<file path="src/rtl/bscan_pkg.sv">
package bscan_pkg;

  typedef enum logic [1:0] {
    PK_IN    = 2'd0,
    PK_OUT   = 2'd1,
    PK_TRI   = 2'd2,
    PK_BIDIR = 2'd3
  } pad_kind_e;

  // kind has a core-to-pad data wire
  function automatic bit kind_drives(logic [1:0] k);
    return k != PK_IN;
  endfunction

  // kind has an output-enable wire
  function automatic bit kind_has_oe(logic [1:0] k);
    return (k == PK_TRI) || (k == PK_BIDIR);
  endfunction

  // kind has a pad-to-core data wire
  function automatic bit kind_reads(logic [1:0] k);
    return (k == PK_IN) || (k == PK_BIDIR);
  endfunction

endpackage

</file>
<file path="src/rtl/bscan_rst_sync.sv">
module bscan_rst_sync (
  input  logic clk,
  input  logic arst_n,
  output logic rst_n
);

  logic [1:0] sync_q;
  logic [1:0] sync_d;

  always_comb begin
    sync_d = {sync_q[0], 1'b1};
  end

  always_ff @(posedge clk or negedge arst_n) begin
    if (!arst_n) begin
      sync_q <= 2'b00;
    end else begin
      sync_q <= sync_d;
    end
  end

  assign rst_n = sync_q[1];

endmodule

</file>
<file path="src/rtl/bscan_pad_cell.sv">
module bscan_pad_cell
  import bscan_pkg::*;
#(
  parameter logic [1:0] KIND = 2'd3
) (
  input  logic tck,
  input  logic rst_n,
  input  logic scan_sel,
  input  logic cap_en,
  input  logic shift_en,
  input  logic upd_en,
  input  logic si,
  output logic so,
  input  logic core_out_i,
  input  logic core_oe_i,
  output logic core_in_o,
  input  logic pad_in_i,
  output logic pad_out_o,
  output logic pad_oe_o
);

  localparam int HAS_DRV = kind_drives(KIND) ? 1 : 0;
  localparam int HAS_OE  = kind_has_oe(KIND) ? 1 : 0;
  localparam int HAS_RD  = kind_reads(KIND)  ? 1 : 0;
  localparam int W       = 2 * (HAS_DRV + HAS_OE + HAS_RD);
  // segment positions, position 0 nearest tdo
  localparam int I_CO  = 0;
  localparam int I_COE = I_CO  + HAS_DRV;
  localparam int I_PI  = I_COE + HAS_OE;
  localparam int I_PO  = I_PI  + HAS_RD;
  localparam int I_POE = I_PO  + HAS_DRV;
  localparam int I_CI  = I_POE + HAS_OE;

  logic [W-1:0] sh_q;
  logic [W-1:0] sh_d;
  logic [W-1:0] cap_v;
  logic         unused_in;

  assign unused_in = ^{core_out_i, core_oe_i, pad_in_i};

  always_comb begin
    sh_d = sh_q;
    if (cap_en) begin
      sh_d = cap_v;
    end else if (shift_en) begin
      sh_d = {si, sh_q[W-1:1]};
    end
  end

  always_ff @(posedge tck or negedge rst_n) begin
    if (!rst_n) begin
      sh_q <= '0;
    end else begin
      sh_q <= sh_d;
    end
  end

  assign so = sh_q[0];

  if (HAS_DRV != 0) begin : g_drv
    logic po_hold_q;
    assign cap_v[I_CO] = core_out_i;
    assign cap_v[I_PO] = sh_q[I_PO];
    always_ff @(posedge tck or negedge rst_n) begin
      if (!rst_n) begin
        po_hold_q <= 1'b0;
      end else if (upd_en) begin
        po_hold_q <= sh_q[I_PO];
      end
    end
    assign pad_out_o = scan_sel ? po_hold_q : core_out_i;
  end else begin : g_no_drv
    assign pad_out_o = 1'b0;
  end

  if (HAS_OE != 0) begin : g_oe
    logic poe_hold_q;
    assign cap_v[I_COE] = core_oe_i;
    assign cap_v[I_POE] = sh_q[I_POE];
    always_ff @(posedge tck or negedge rst_n) begin
      if (!rst_n) begin
        poe_hold_q <= 1'b0;
      end else if (upd_en) begin
        poe_hold_q <= sh_q[I_POE];
      end
    end
    assign pad_oe_o = scan_sel ? poe_hold_q : core_oe_i;
  end else if (HAS_DRV != 0) begin : g_oe_on
    assign pad_oe_o = 1'b1;
  end else begin : g_oe_off
    assign pad_oe_o = 1'b0;
  end

  if (HAS_RD != 0) begin : g_rd
    logic ci_hold_q;
    assign cap_v[I_PI] = pad_in_i;
    assign cap_v[I_CI] = sh_q[I_CI];
    always_ff @(posedge tck or negedge rst_n) begin
      if (!rst_n) begin
        ci_hold_q <= 1'b0;
      end else if (upd_en) begin
        ci_hold_q <= sh_q[I_CI];
      end
    end
    assign core_in_o = scan_sel ? ci_hold_q : pad_in_i;
  end else begin : g_no_rd
    assign core_in_o = 1'b0;
  end

endmodule

</file>
<file path="src/rtl/bscan_pad_interposer.sv">
module bscan_pad_interposer #(
  parameter int                    NUM_PADS  = 4,
  parameter logic [2*NUM_PADS-1:0] PAD_KINDS = 8'b11_10_01_00
) (
  input  logic                tck,
  input  logic                trst_n,
  input  logic                scan_mode,
  input  logic                cap_en,
  input  logic                shift_en,
  input  logic                upd_en,
  input  logic                tdi,
  output logic                tdo,
  input  logic [NUM_PADS-1:0] core_out,
  input  logic [NUM_PADS-1:0] core_oe,
  output logic [NUM_PADS-1:0] core_in,
  input  logic [NUM_PADS-1:0] pad_in,
  output logic [NUM_PADS-1:0] pad_out,
  output logic [NUM_PADS-1:0] pad_oe
);

  logic              rst_sync_n;
  logic              mode_q;
  logic              mode_d;
  logic [NUM_PADS:0] link;

  bscan_rst_sync i_rst_sync (
    .clk    (tck),
    .arst_n (trst_n),
    .rst_n  (rst_sync_n)
  );

  always_comb begin
    mode_d = mode_q;
    if (upd_en) begin
      mode_d = scan_mode;
    end
  end

  always_ff @(posedge tck or negedge rst_sync_n) begin
    if (!rst_sync_n) begin
      mode_q <= 1'b0;
    end else begin
      mode_q <= mode_d;
    end
  end

  assign link[NUM_PADS] = tdi;
  assign tdo            = link[0];

  for (genvar p = 0; p < NUM_PADS; p++) begin : g_pad
    bscan_pad_cell #(
      .KIND (PAD_KINDS[2*p +: 2])
    ) i_cell (
      .tck        (tck),
      .rst_n      (rst_sync_n),
      .scan_sel   (mode_q),
      .cap_en     (cap_en),
      .shift_en   (shift_en),
      .upd_en     (upd_en),
      .si         (link[p+1]),
      .so         (link[p]),
      .core_out_i (core_out[p]),
      .core_oe_i  (core_oe[p]),
      .core_in_o  (core_in[p]),
      .pad_in_i   (pad_in[p]),
      .pad_out_o  (pad_out[p]),
      .pad_oe_o   (pad_oe[p])
    );
  end

endmodule

</file>
<file path="config.mk">
export PLATFORM = sky130hd
export DESIGN_NAME = bscan_pad_interposer
export DESIGN_NICKNAME = d
export VERILOG_FILES = /design/src/rtl/bscan_pkg.sv /design/src/rtl/bscan_rst_sync.sv /design/src/rtl/bscan_pad_cell.sv /design/src/rtl/bscan_pad_interposer.sv
export SDC_FILE = /design/constraint.sdc
export NUM_CORES = 1
export LEC_CHECK = 0
export ABC_CLOCK_PERIOD_IN_PS = 1400
export BUFFER_PORTS_ARGS = -buffer_cell sky130_fd_sc_hd__buf_2
export CAP_MARGIN = 10
export CORE_MARGIN = 1
export CORE_UTILIZATION = 50
export CTS_CLUSTER_SIZE = 28
export DETAILED_ROUTE_END_ITERATION = 10
export PLACE_DENSITY = 0.77
export SKIP_LAST_GASP = 1
export SLEW_MARGIN = 20
export SYNTH_ARGS = -nofsm -noshare
export SYNTH_HDL_FRONTEND = slang
export SYNTH_SLANG_ARGS = --single-unit
</file>
<file path="constraint.sdc">
create_clock -name tck -period 1.4 [get_ports tck]
set_clock_uncertainty 0.2 [all_clocks]
set_input_delay 0 -clock tck [delete_from_list [all_inputs] [get_ports tck]]
set_output_delay 0 -clock tck [all_outputs]
set_load 0.005 [all_outputs]
</file>
==> impl_metrics.csv <==
group,metric,value,unit
drt,drt_wl_total,2360,um
setup_path,critPathLaunch,"mode_q$_DFFE_PN0P_",
drt,top_layer,"met4",
power_and_ir_drop,switching_share,26.25,%
power_and_ir_drop,vdd_drop_max,0.7193,mV
sta,hold_viol_final,0,
cells_and_area,drive_gt1_share,41.27,%
sta,setup_ws,-0.1176,ns
cells_and_area,utilization,70.59,%
synthesis,yosysSeqAreaShare,52.00,%
clock_tree,cts.sinks,24,
grt,gr-usage-all-layers,21.80,%
floorplan,io_pins,32,
setup_path,r2r-start,"mode_q$_DFFE_PN0P_",
sta,rsz0062_at_grt,"true",
floorplan,die_y,50.06,um
synthesis,ys.warnings.count,0,
clock_tree,cts.clk_slew.worst_paths,0.12,ns
cells_and_area,nets,147,
power_and_ir_drop,p_seq_share,54.0,%
power_and_ir_drop,combPwrFrac,28.3,%
clock_tree,htree_num_levels,1,
clock_tree,cts_tree,"done",
synthesis,post_synth_inst_count,87,
power_and_ir_drop,power.density,1109,nW/um^2
drt,met1_length,1047,um
floorplan,dieArea,2506,sq um
clock_tree,clockBufferDepth,2,
floorplan,start_util,52.71,%
floorplan,fp.coreArea,2191,sq um
setup_path,endpoint_kind,"output pin",
synthesis,synth.distinct_cells,11,
setup_path,path_max_fanout,8,
drt,wl_met3,84,um
setup_path,worst_ep_arrival_time,1.32,ns
sta,fmax,658.9,MHz
grt,grt_max_degree,13,
grt,antenna_found_initial,0,
drt,wl_per_cell,15.32,um
cells_and_area,diodes,0,
worst_hold_path,hold_class,"flop to flop",
power_and_ir_drop,power.switching,450.3,uW
drt,drtIter0Drc,6,
power_and_ir_drop,p_int,1.265,mW
clock_tree,post_cts_buffers,0,
clock_tree,numCtsBuffers,3,
power_and_ir_drop,clkPwrFrac,17.6,%
setup_path,cp.required,1.20,ns
sta,setup_viol,7,
run,max_cap_viol_count,0,
clock_tree,clock-root-buffer,"clkbuf_4",
setup_path,crit_path_top_delay_cell,"dfrtp_2",
cells_and_area,final_area,1546,sq um
synthesis,syn_avg_cell_area,13.27,sq um
power_and_ir_drop,leakage,0.7463,nW
drt,drc,0,
placed_design,port_buffers,21,
sta,final_max_slew_viol_count,0,
cells_and_area,area_growth_syn_to_layout,33.91,%
placed_design,dpl_cell_area,1212,sq um
clock_tree,insertion_delay,0.31,ns
synthesis,ys_seq_elements,24,
placed_design,dp_hpwl,1262,um
setup_path,path_cells,"mux2_4 -> buf_6",
floorplan,row_count,17,
outcome,violations,"negative setup slack",
sta,timing.final.crit_share,108.4,%
drt,vias,781,
grt,grt-ovfl-total,0,
setup_path,path_class,"flop to output pin",
grt,grt_pass1_wl,3870,um
grt,grt_pass1_vias,827,
drt,viasPerCell,5.071,
drt,postRouteAntennaNets,0,
sta,period_minus_slack,1.518,ns
outcome,status,"finished with violations",
setup_path,cp_slowest_stage_delay,0.54,ns
floorplan,die_x,50.06,um
setup_path,cp-start-kind,"flop",
drt,first_pass_iters,4,
synthesis,syn_area,1155,sq um
worst_hold_path,hold_path.startpoint,"i_rst_sync.sync_q[0]$_DFF_PN0_",
drt,wl_met2,1180,um
placed_design,gp_congestion,0.6976,
worst max-delay path, delay by kind of cell (launching register included):
| family | cells | cell delay [ns] |
|---|---|---|
| buffers and inverters | 1 | 0.12 |
| DFF | 1 | 0.54 |
| muxes | 1 | 0.34 |
state kept, by name, summed over array words and instances, names as in the netlist:
| register | cells |
|---|---|
| g_pad.i_cell.g_rd.ci_hold_q | 2 |
| g_pad.i_cell.g_oe.poe_hold_q | 2 |
| g_pad.i_cell.sh_q | 14 |
| g_pad.i_cell.g_drv.po_hold_q | 3 |
| mode_q | 1 |
| i_rst_sync.sync_q | 2 |
power groups by stage:
stage | clock network [mW] | logic, mW | registers [mW]
global placement | 0 | 0.330 | 0.918
global route | 0.332 | 0.524 | 0.946
detailed placement | 0 | 0.341 | 0.925
finish | 0.302 | 0.486 | 0.927
CTS | 0.296 | 0.392 | 0.913
floorplan | 0 | 0.316 | 0.899
synth_stat cells:
cell	instances	share of area, %
mux2_4	7	9.1
buf_6	2	2.0
nand2_1	7	2.3
o21ai_0	7	3.0
buf_4	12	7.8
dfrtp_1	24	52
nor2b_4	1	1.2
buf_2	3	1.3
mux2_2	15	15
conb_1	2	0.65
mux2i_1	7	6.1
timing repair:
action,in CTS,in global routing
resized for setup,1,15
hold endpoints to repair,34,1
hold buffers,24,1
setup endpoints to repair,7,9
path summary, 6_finish.rpt:
path                       slack, ns  cells after the start                             endpoint
setup / recovery               -0.12                      2                           core_in[3]
hold / removal                  0.18                      0       i_rst_sync.sync_q[1]$_DFF_PN0_
setup reg to reg                0.28                      1                   mode_q$_DFFE_PN0P_
hold reg to reg                 0.18                      0       i_rst_sync.sync_q[1]$_DFF_PN0_
max in group asynchronous       0.32                      2  g_pad[3].i_cell.sh_q[0]$_DFFE_PN0P_
min in group asynchronous       0.35                      3       i_rst_sync.sync_q[1]$_DFF_PN0_
cells by family after synthesis:
kind of cell / Yosys count / synth area share [%]
DFF: 24 / 52.00
other: 2 / 0.6503
and+or+nand+nor: 8 / 3.467
muxes: 29 / 29.79
AOI/OAI and AO/OA: 7 / 3.033
buffers and inverters: 17 / 11.05
per-layer routing:
layer,up-vias,GRT usage (%)
met5,-,0
met4,0,10.48
met3,6,3.086
met2,27,35.78
met1,395,27.97
li1,353,-
placed cells by master, fill, tap and decap left out:
master          n
dlygate4sd3_1  24
dfrtp_1        23
mux2_4         14
buf_2          14
mux2_2          8
mux2i_1         7
nand2_1         7
buf_6           7
o21ai_0         6
conb_1          6
buf_4           4
clkbuf_4        3
nor2b_4         1
o21ai_1         1
dfrtp_2         1
cell type report:
type                       count  area, sq um
clock buffer                   3        22.52
fill                         164        644.4
tap                           28        35.03
timing repair buffer          49        419.2
multi-input combinational     50        467.9
sequential                    24        601.8
per-stage QoR:
step	setup TNS, ns	hold WS [ns]	power [mW]	instances	setup slack, ns
4_1_cts	-0.6408	0.1789	1.601	154	-0.1021
2_1_floorplan	0	-0.4956	1.215	91	0.2732
5_1_grt	-1.217	0.1876	1.802	154	-0.1822
6_report	-0.7652	0.1784	1.715	154	-0.1176
3_5_place_dp	0	-0.4117	1.265	127	0.1529
3_3_place_gp	0	-0.4150	1.248	127	0.1559
Power figures use the tool's default switching activity.
